==> src/rtl/wdog_pkg.sv <==
package wdog_pkg;

    typedef enum logic [1:0] {
        S_OFF  = 2'd0,
        S_RUN  = 2'd1,
        S_WARN = 2'd2,
        S_BITE = 2'd3
    } wd_state_t;

    localparam int OFS_CTRL    = 'h00;
    localparam int OFS_RANGE   = 'h04;
    localparam int OFS_COUNT   = 'h08;
    localparam int OFS_RESTART = 'h0C;
    localparam int OFS_ISTAT   = 'h10;
    localparam int OFS_ICLR    = 'h14;

endpackage

==> src/rtl/wdog_regs.sv <==
module wdog_regs #(
    parameter int ADDR_W = 8,
    parameter int DATA_W = 32,
    parameter int CNT_W  = 32,
    parameter int EXP_W  = 4,
    parameter int KEY    = 'h76
) (
    input  logic              clk,
    input  logic              rst_n,
    input  logic [ADDR_W-1:0] addr,
    input  logic              wr_en,
    input  logic              rd_en,
    input  logic [DATA_W-1:0] wdata,
    input  logic              en,
    input  logic              irq,
    input  logic [CNT_W-1:0]  cnt,
    output logic [DATA_W-1:0] rdata,
    output logic              mode,
    output logic [EXP_W-1:0]  init_exp,
    output logic [EXP_W-1:0]  main_exp,
    output logic              en_req,
    output logic              key_hit,
    output logic              irq_clr
);
    import wdog_pkg::*;

    localparam int RANGE_W = 2 * EXP_W;

    logic [RANGE_W-1:0] range_q;
    logic sel_ctrl, sel_range, sel_count, sel_restart, sel_istat, sel_iclr;

    always_comb begin
        sel_ctrl    = (addr == ADDR_W'(OFS_CTRL));
        sel_range   = (addr == ADDR_W'(OFS_RANGE));
        sel_count   = (addr == ADDR_W'(OFS_COUNT));
        sel_restart = (addr == ADDR_W'(OFS_RESTART));
        sel_istat   = (addr == ADDR_W'(OFS_ISTAT));
        sel_iclr    = (addr == ADDR_W'(OFS_ICLR));
    end

    always_ff @(posedge clk or negedge rst_n) begin
        if (!rst_n) begin
            mode    <= 1'b0;
            range_q <= '0;
        end else if (wr_en) begin
            if (sel_ctrl && !en)
                mode <= wdata[1];
            if (sel_range)
                range_q <= wdata[RANGE_W-1:0];
        end
    end

    always_comb begin
        main_exp = range_q[EXP_W-1:0];
        init_exp = range_q[RANGE_W-1:EXP_W];
        en_req   = wr_en && sel_ctrl && wdata[0];
        key_hit  = wr_en && sel_restart && (wdata == DATA_W'(KEY));
        irq_clr  = rd_en && sel_iclr;
    end

    always_comb begin
        rdata = '0;
        if (sel_ctrl)
            rdata = DATA_W'({mode, en});
        else if (sel_range)
            rdata = DATA_W'(range_q);
        else if (sel_count)
            rdata = DATA_W'(cnt);
        else if (sel_istat || sel_iclr)
            rdata = DATA_W'(irq);
    end


    mode_lock_chk: assert property (@(posedge clk) disable iff (!rst_n)
        en |=> $stable(mode));

endmodule

==> src/rtl/wdog_counter.sv <==
module wdog_counter #(
    parameter int CNT_W    = 32,
    parameter int BASE_EXP = 16,
    parameter int EXP_W    = 4
) (
    input  logic             clk,
    input  logic             rst_n,
    input  logic             load_init,
    input  logic             load_main,
    input  logic             run,
    input  logic [EXP_W-1:0] init_exp,
    input  logic [EXP_W-1:0] main_exp,
    output logic [CNT_W-1:0] cnt,
    output logic             zero
);
    localparam int MAX_EXP = BASE_EXP + (1 << EXP_W) - 1;

    function automatic logic [CNT_W-1:0] span_m1(input logic [EXP_W-1:0] e);
        return (CNT_W'(1) << (BASE_EXP + int'(e))) - CNT_W'(1);
    endfunction

    always_ff @(posedge clk or negedge rst_n) begin
        if (!rst_n)
            cnt <= '0;
        else if (load_init)
            cnt <= span_m1(init_exp);
        else if (load_main)
            cnt <= span_m1(main_exp);
        else if (run && cnt != '0)
            cnt <= cnt - CNT_W'(1);
    end

    always_comb zero = (cnt == '0);


    initial width_fit_chk: assert (MAX_EXP < CNT_W);


    hold_when_idle_chk: assert property (@(posedge clk) disable iff (!rst_n)
        !run && !load_init && !load_main |=> $stable(cnt));

endmodule

==> src/rtl/wdog_fsm.sv <==
module wdog_fsm #(
    parameter int PULSE = 8
) (
    input  logic clk,
    input  logic rst_n,
    input  logic en_req,
    input  logic key_hit,
    input  logic irq_clr,
    input  logic zero,
    input  logic mode,
    output logic load_init,
    output logic load_main,
    output logic run,
    output logic en,
    output logic irq,
    output logic sys_rst
);
    import wdog_pkg::*;

    localparam int PW = $clog2(PULSE + 1);

    wd_state_t state, nxt;
    logic [PW-1:0] pcnt;

    always_ff @(posedge clk or negedge rst_n) begin
        if (!rst_n) begin
            state <= S_OFF;
            pcnt  <= '0;
        end else begin
            state <= nxt;
            pcnt  <= (state == S_BITE) ? pcnt + PW'(1) : '0;
        end
    end

    always_comb begin
        nxt       = state;
        load_init = 1'b0;
        load_main = 1'b0;
        unique case (state)
            S_OFF: begin
                if (en_req) begin
                    nxt       = S_RUN;
                    load_init = 1'b1;
                end
            end
            S_RUN: begin
                if (key_hit) begin
                    load_main = 1'b1;
                end else if (zero) begin
                    load_main = mode;
                    nxt       = mode ? S_WARN : S_BITE;
                end
            end
            S_WARN: begin
                if (key_hit) begin
                    load_main = 1'b1;
                    if (irq_clr)
                        nxt = S_RUN;
                end else if (zero) begin
                    nxt = S_BITE;
                end else if (irq_clr) begin
                    nxt = S_RUN;
                end
            end
            S_BITE: begin
                if (pcnt == PW'(PULSE - 1)) begin
                    nxt       = S_RUN;
                    load_main = 1'b1;
                end
            end
            default: nxt = S_OFF;
        endcase
    end

    always_comb begin
        en      = (state != S_OFF);
        run     = (state == S_RUN) || (state == S_WARN);
        irq     = (state == S_WARN);
        sys_rst = (state == S_BITE);
    end


    sticky_en_chk: assert property (@(posedge clk) disable iff (!rst_n)
        en |=> en);


    bite_cause_chk: assert property (@(posedge clk) disable iff (!rst_n)
        $rose(sys_rst) |-> $past(zero));


    pulse_hold_chk: assert property (@(posedge clk) disable iff (!rst_n)
        $rose(sys_rst) |=> sys_rst);


    irq_mode_chk: assert property (@(posedge clk) disable iff (!rst_n)
        irq |-> mode);


    excl_out_chk: assert property (@(posedge clk) disable iff (!rst_n)
        $onehot0({irq, sys_rst}));

endmodule

==> src/rtl/wdog_top.sv <==
module wdog_top #(
    parameter int ADDR_W   = 8,
    parameter int DATA_W   = 32,
    parameter int CNT_W    = 32,
    parameter int EXP_W    = 4,
    parameter int BASE_EXP = 16,
    parameter int PULSE    = 8,
    parameter int KEY      = 'h76
) (
    input  logic              clk,
    input  logic              rst_n,
    input  logic [ADDR_W-1:0] addr,
    input  logic              wr_en,
    input  logic              rd_en,
    input  logic [DATA_W-1:0] wdata,
    output logic [DATA_W-1:0] rdata,
    output logic              irq,
    output logic              sys_rst
);
    logic             mode, en, en_req, key_hit, irq_clr;
    logic             load_init, load_main, run, zero;
    logic [EXP_W-1:0] init_exp, main_exp;
    logic [CNT_W-1:0] cnt;

    wdog_regs #(
        .ADDR_W(ADDR_W), .DATA_W(DATA_W), .CNT_W(CNT_W),
        .EXP_W(EXP_W), .KEY(KEY)
    ) u_regs (
        .clk(clk), .rst_n(rst_n), .addr(addr), .wr_en(wr_en),
        .rd_en(rd_en), .wdata(wdata), .en(en), .irq(irq), .cnt(cnt),
        .rdata(rdata), .mode(mode), .init_exp(init_exp),
        .main_exp(main_exp), .en_req(en_req), .key_hit(key_hit),
        .irq_clr(irq_clr)
    );

    wdog_counter #(
        .CNT_W(CNT_W), .BASE_EXP(BASE_EXP), .EXP_W(EXP_W)
    ) u_cnt (
        .clk(clk), .rst_n(rst_n), .load_init(load_init),
        .load_main(load_main), .run(run), .init_exp(init_exp),
        .main_exp(main_exp), .cnt(cnt), .zero(zero)
    );

    wdog_fsm #(
        .PULSE(PULSE)
    ) u_fsm (
        .clk(clk), .rst_n(rst_n), .en_req(en_req), .key_hit(key_hit),
        .irq_clr(irq_clr), .zero(zero), .mode(mode),
        .load_init(load_init), .load_main(load_main), .run(run),
        .en(en), .irq(irq), .sys_rst(sys_rst)
    );


    key_beats_expiry_chk: assert property (@(posedge clk) disable iff (!rst_n)
        key_hit && run |=> !$rose(sys_rst) && !$rose(irq) && (cnt != '0 || BASE_EXP == 0));

endmodule

==> config.mk <==
export PLATFORM = sky130hd
export DESIGN_NAME = wdog_top
export DESIGN_NICKNAME = d
export VERILOG_FILES = /design/src/rtl/wdog_pkg.sv /design/src/rtl/wdog_regs.sv /design/src/rtl/wdog_counter.sv /design/src/rtl/wdog_fsm.sv /design/src/rtl/wdog_top.sv
export SDC_FILE = /design/constraint.sdc
export NUM_CORES = 1
export LEC_CHECK = 0
export ABC_AREA = 0
export ABC_CLOCK_PERIOD_IN_PS = 3850
export BUFFER_PORTS_ARGS = -buffer_cell sky130_fd_sc_hd__clkbuf_2
export CORE_MARGIN = 5
export CORE_UTILIZATION = 60
export CTS_CLUSTER_DIAMETER = 30
export DETAILED_ROUTE_END_ITERATION = 16
export PLACE_DENSITY_LB_ADDON = 0.2
export SYNTH_ARGS = -nofsm -noshare
export SYNTH_HDL_FRONTEND = slang
export SYNTH_SLANG_ARGS = --single-unit
export TNS_END_PERCENT = 5
==> constraint.sdc <==
create_clock -name clk -period 3.85 [get_ports clk]
set_input_delay 0.1925 -clock clk [delete_from_list [all_inputs] [get_ports clk]]
set_output_delay 0.1925 -clock clk [all_outputs]
set_load 0.005 [all_outputs]
Word-level counts from Yosys, hierarchy flattened
Index checks and enable logic that the tools add are counted.
- flip-flop bits (word level): 47
- memory bits (writable): 0
- memories kept: 0
- bits in latches: 0
- word-level logic and storage cells: 70
- ROM bits: 0
- output and inout port bits: 34
- input port bits: 44
- shift-type cells: 2
- bitwise logic cells: 0
- equal/unequal tests: 14
- multiplexer cells: 24
- divide/modulo/power cells: 0
- $add $sub $neg: 6
- $mul: 0
- reduce and logical (&&, ||, !) cells: 19
- $lt $le $gt $ge: 0
- operators with widths (cell ; count):
    2-to-1 mux 32 bit ; 6
    left shift 1 x 32 -> 32 bit (first input constant) ; 2
    subtractor 32 x 2 -> 32 bit (second input constant) ; 2
    equality test 32 x 7 -> 1 bit (second input constant) ; 1
    logical NOT 32 bit ; 1
    nonzero test 32 bit ; 1
    subtractor 32 x 1 -> 32 bit (second input constant) ; 1
    equality test 8 x 4 -> 1 bit (second input constant) ; 2
    equality test 8 x 5 -> 1 bit (second input constant) ; 2
    2-to-1 mux 2 bit ; 7
    adder 5 x 4 -> 6 bit (first input constant) ; 2
    equality test 8 x 3 -> 1 bit (second input constant) ; 1
    logical NOT 8 bit ; 1
    2-to-1 mux 1 bit ; 8
    one-hot mux 2 bit (4 select lines) ; 1
    logical AND 1 bit ; 7
    inequality test 2 bit (second input constant) ; 3
    adder 4 x 1 -> 4 bit (second input constant) ; 1
    equality test 2 bit (second input constant) ; 2
    equality test 4 x 3 -> 1 bit (second input constant) ; 1
    2-to-1 mux 4 bit ; 1
    AND reduction 2 bit ; 2
    AND reduction 4 bit ; 1
    one-hot mux 1 bit (3 select lines) ; 1
    7 further kinds ; 8

Depth between registers and ports, before layout
- depth after elaboration: 7
- gate-level depth with buffers: 12
- mapped depth without buffers: 10

Cells and area by module
A second synthesis with hierarchy kept.
- cells, all modules: 461
- area total of the unflattened synthesis: 3903.7 µm²
- modules (own cells, without submodules) (module ; cells an instance ; area an instance (µm²) ; instances ; seq. area each (µm²)):
    wdog_counter ; 329 ; 2670.1 ; 1 ; 800.8
    wdog_regs ; 92 ; 844.6 ; 1 ; 225.2
    wdog_fsm ; 40 ; 389.1 ; 1 ; 150.1

Worst setup path before layout
Ideal clock, no wire load.
- kind: reg2reg
- start point: reg u_cnt.cnt[16]
- end point: reg u_cnt.cnt[27]
- path buffers: 1
- setup slack: 1.299 ns
- arrival time: 2.428 ns
- library setup time: 0.124 ns
- cell stages (with the launch flop): 9
- required time: 3.726 ns
- clock period less this slack: 2.551 ns
- path through: dfrtp_1 or4_4 or3_1 buf_6 o41a_4 nor2_4 nand2_4 a21boi_1 a2bb2oi_1
- word-level cells in the longest chain between the ends: 6
- elaborated cells on any way between the ends: 11
- classes of those cells: add/sub (1); mux (6); reduce/logical (4)
- ends and longest elaborated chain (what ; RTL line ; source):
    start: declaration ; wdog_counter.sv:13 ; output logic [CNT_W-1:0] cnt,
    start signal: assignment ; wdog_counter.sv:26 ; cnt <= span_m1(init_exp);
    start signal: assignment ; wdog_counter.sv:28 ; cnt <= span_m1(main_exp);
    start signal: assignment ; wdog_counter.sv:30 ; cnt <= cnt - CNT_W'(1);
    parallel branches: the longest is 6 deep, another holds subtractor 32 x 1 -> 32 bit ; n/a ;
Several ways; the timed one is not identified. The select of a mux whose other input is x is not followed.
A chain may end at the register's enable or synchronous reset.

Worst setup path after layout
- start point: reg u_cnt.cnt[16]
- end point: reg u_cnt.cnt[28]
Same word-level chain as after synthesis.

==> reports/metrics.sh <==
PLACEMENTROWS=28
DOMINANTREGCELLSYNTH='dfrtp_1'
PLACEDCELLCOUNT=548
POWER-PER-CELL-AREA_mW_PER_MM2=403
WORST_ENDPOINT_DATA_ARRIVAL_TIME_NS=3.55
CRITPATHREQUIREDTIME_NS=4.03
PIN_SLEW_WITH_THE_LEAST_HEADROOM_TO_ITS_LIMIT_NS=0.744
POST-LAYOUT-TOTAL-POWER_uW=1640
POSTSYNTHREGISTERBITS=47
SYNTH.AVG_CELL_AREA_UM2=8.52
SYNTH-EDFF-COUNT=0
HOLD_WS_NS=-0.0238
DR.FIRST_ITER.DRC_COUNT=259
SYNTH_FP_NETS=472
PLACE.DETAILED.HPWL_UM=7010
ROUTE.FINAL.WIRE_LENGTH_UM=9580
ANT_NETS=0
CRITICAL_PATH.TOP_DELAY_FAMILY='simple AND/OR/NAND/NOR gates'
PERIOD_SHARE=0.875
GRT_PASS1_VIAS=3433
TIMING.CRITICAL_PATH.CELLS='or4_4 -> or3_1 -> nor4_4 -> a221oi_2 -> buf_4 -> and2_1 -> a211oi_1 -> a211oi_2'
TIMING.CLOCK.SKEW_NS=0.0112
MAX-SLEW-MARGIN-REL=0.504
MAX-CLOCK-PATH-BUFFERS=2
CHIPWIDTH_UM=87.1
ANTENNA_VIOLATIONS_BEFORE_REPAIR=0
TRITONCTS='done'
IO_BUFFER_COUNT=77
WORST_SETUP_PATH_START_KIND='flip-flop'
GLOBALROUTEOVERFLOWTOTAL=0
CTS-ROOT-BUF='clkbuf_8'
CATEGORY_OF_THE_MOST_CRITICAL_SETUP_PATH='flip-flop to flip-flop'
GRT_FIRST_PASS_WIRELENGTH_UM=15900
GPL.FINAL_WEIGHTED_CONGESTION=0.832
FINAL_NETS=534
MAX_CLOCK_FREQ_MHz=297
FINAL_HOLD_VIOL_COUNT=40
MOST_FREQUENT_CELL_AFTER_SYNTHESIS='dfrtp_1'
FLOORPLAN.CORE_AREA_MM2=0.00585
NUMCLOCKSINKS=47
WORSTSKEWPAIRLATENCY_NS=0.30
VIAS_POST_DR=3499
DETAIL_ROUTE.FIRST_PASS.ITERATIONS=5
POWER.LEAKAGE_uW=0.00174
TIMING_MAX_TRANSITION_VIOLATIONS_FINAL=0
FAILED_CHECKS='hold timing'
GRTUSAGETOTAL=0.263
INITIAL_CORE_UTIL=0.609
FINAL.MIN_CLOCK_PERIOD_NS=3.37
SYNTH.AREA.TOP_CELLS='dfrtp_1 33%, and2_1 4.9%, xnor2_1 4.2%'
SYNTH.YOSYS.SEQ_AREA_SHARE=0.330
SETUP-VIOLATIONS-FINAL=0
RSZ_0062_RAISED_AFTER_GLOBAL_ROUTING='no'
IRDROPWORSTVDD_uV=311
CP-END-KIND='flip-flop'
MAX_CAP_VIOL_COUNT=0
POST_CTS_SETUP_BUFFERS=0
FINAL_LAYOUT_SIZE_SUFFIX_GT1_FRAC=0.239
LAYOUT.FILLER_CELLS=480
YS_ASYNC_SR_FRACTION=1.00
DRT_DRC_VIOLATIONS_LEFT=0
AREAGROWTHSYNTHTOFINISH_PCT=14.0
IO_PINS=78
CTS.HOLD.BUFFERS_ADDED=0
SETUP-TNS-FINAL_NS=0
SYNTHESIS.YOSYS.WARNINGS=0
NUMCTSBUFFERS=5
CRITICAL-PATH-MAX-STAGE-DELAY_NS=0.56
SYNTH.TOP_CELLS.BY_COUNT='47 x dfrtp_1, 38 x nand2_1, 35 x nor2_1, 28 x and2_1, 23 x a21oi_1'
SYNTH.CELL_AREA_MM2=0.00356
FP.DIEH_UM=87.1
SYNTHCELLS=418
YOSYSTOPAREACELL='dfrtp_1'
CP_SLOWEST_CELL='or4_4'
AREA_OF_THE_DIE_MM2=0.00758
ROUTE.DETAILED.VIAS_PER_INST=6.29
SYNTHDOMINANTCELLAREASHARE=0.330
RUN_STATUS='finished, violations left'
POSTCTSRESIZEDCELLS=0
WL_PER_CELL_UM=17.2
NUM_ANTENNA_CELLS=0
SYNTH.LIB_CELLS_USED.DISTINCT=64
GRT_START_MAX_NET_PINS=48
FIN_CELLS=556
HTREEDEPTH=2
PATH_CATEGORY_OF_THE_WORST_MIN_DELAY_CHECK='input pin to async pin'
BUFFERS_INVERTERS_ON_CRITICAL_PATH=1
CLK_PIN_SLEW_NS=0.09
CRITICAL_PATH_PEAK_FANOUT=27
[final cells by class]
class                           instances  area, um2  share of cell area
Multi-Input combinational cell        335       2240               0.551
Inverter                                8       30.0             0.00739
Sequential cell                        47       1180               0.289
Timing Repair Buffer                   83        430               0.106
Tap cell                               75       93.8              0.0231
Clock buffer                            7       86.3              0.0213
Clock inverter                          1       8.76             0.00216
[registers in the layout, summed over array words and instances (netlist names)]
register / cells
u_fsm.state: 2
u_regs.mode: 1
u_fsm.pcnt: 4
u_regs.range_q: 8
u_cnt.cnt: 32
[final timing paths]
check	from	end	slack, ns	cells after the start
hold / removal	rst_n	u_cnt.cnt[10]	-0.02	2
setup reg to reg	u_cnt.cnt[16]	u_cnt.cnt[28]	0.48	8
setup / recovery	u_cnt.cnt[16]	u_cnt.cnt[28]	0.48	8
hold reg to reg	u_fsm.pcnt[0]	u_fsm.pcnt[0]	0.47	1
max in group asynchronous	rst_n	u_cnt.cnt[21]	3.46	2
min in group clk	wdata[6]	u_regs.range_q[6]	0.14	2
[routing by layer]
layer	vias up	global-route usage	routed length, um	part of all wire
met5	-	0	0	0
met3	29	0.0445	657	0.069
li1	1644	-	-	-
met4	0	0.108	288	0.030
met2	173	0.451	4680	0.49
met1	1653	0.327	3950	0.41
[logic make-up after synthesis]
kind of cell | Yosys count | share of synthesized area
adders and majority gates | 10 | 0.0351
muxes | 11 | 0.0344
and+or+nand+nor | 202 | 0.321
AOI/OAI and AO/OA | 82 | 0.163
xor gates and xnor gates | 30 | 0.0738
buffers and inverters | 36 | 0.0432
DFF | 47 | 0.330
[per-stage QoR]
stage	worst slack [ns]	hold WS (ns)	utilization	instance area, um2
after global routing	0.290	0.0266	0.694	4060
after floorplan	1.30	-0.103	-	3560
after detailed placement	0.599	0.330	0.678	3970
after global placement	0.678	0.326	0.678	3970
final	0.483	-0.0238	0.694	4060
after CTS	0.546	0.00632	0.694	4060
[worst register-to-register path, delay by kind of cell (launching register included)]
family                 cells  cell delay [ns]
AOI/OAI and AO/OA          3             0.62
buffers and inverters      1             0.26
DFF                        1             0.45
and+or+nand+nor            4             1.94
[report_power, final]
group / switching, uW / internal [uW]
registers: 119 / 567
logic: 375 / 260
clock network: 169 / 147
total: 663 / 974
[placed cells by master (no fill, tap or decap), drive strengths merged, types with 7 or more instances in the layout]
cell type,count
nand4,9
nand2,39
clkbuf,84
nor3,9
nor2,36
dfrtp,47
a22o,7
nor4,20
mux2,10
inv,8
ha,10
nand3b,7
a21oi,23
and2,28
o21ai,16
nand3,21
xor2,13
xnor2,17
No activity file was read; power rests on OpenSTA's default activity.
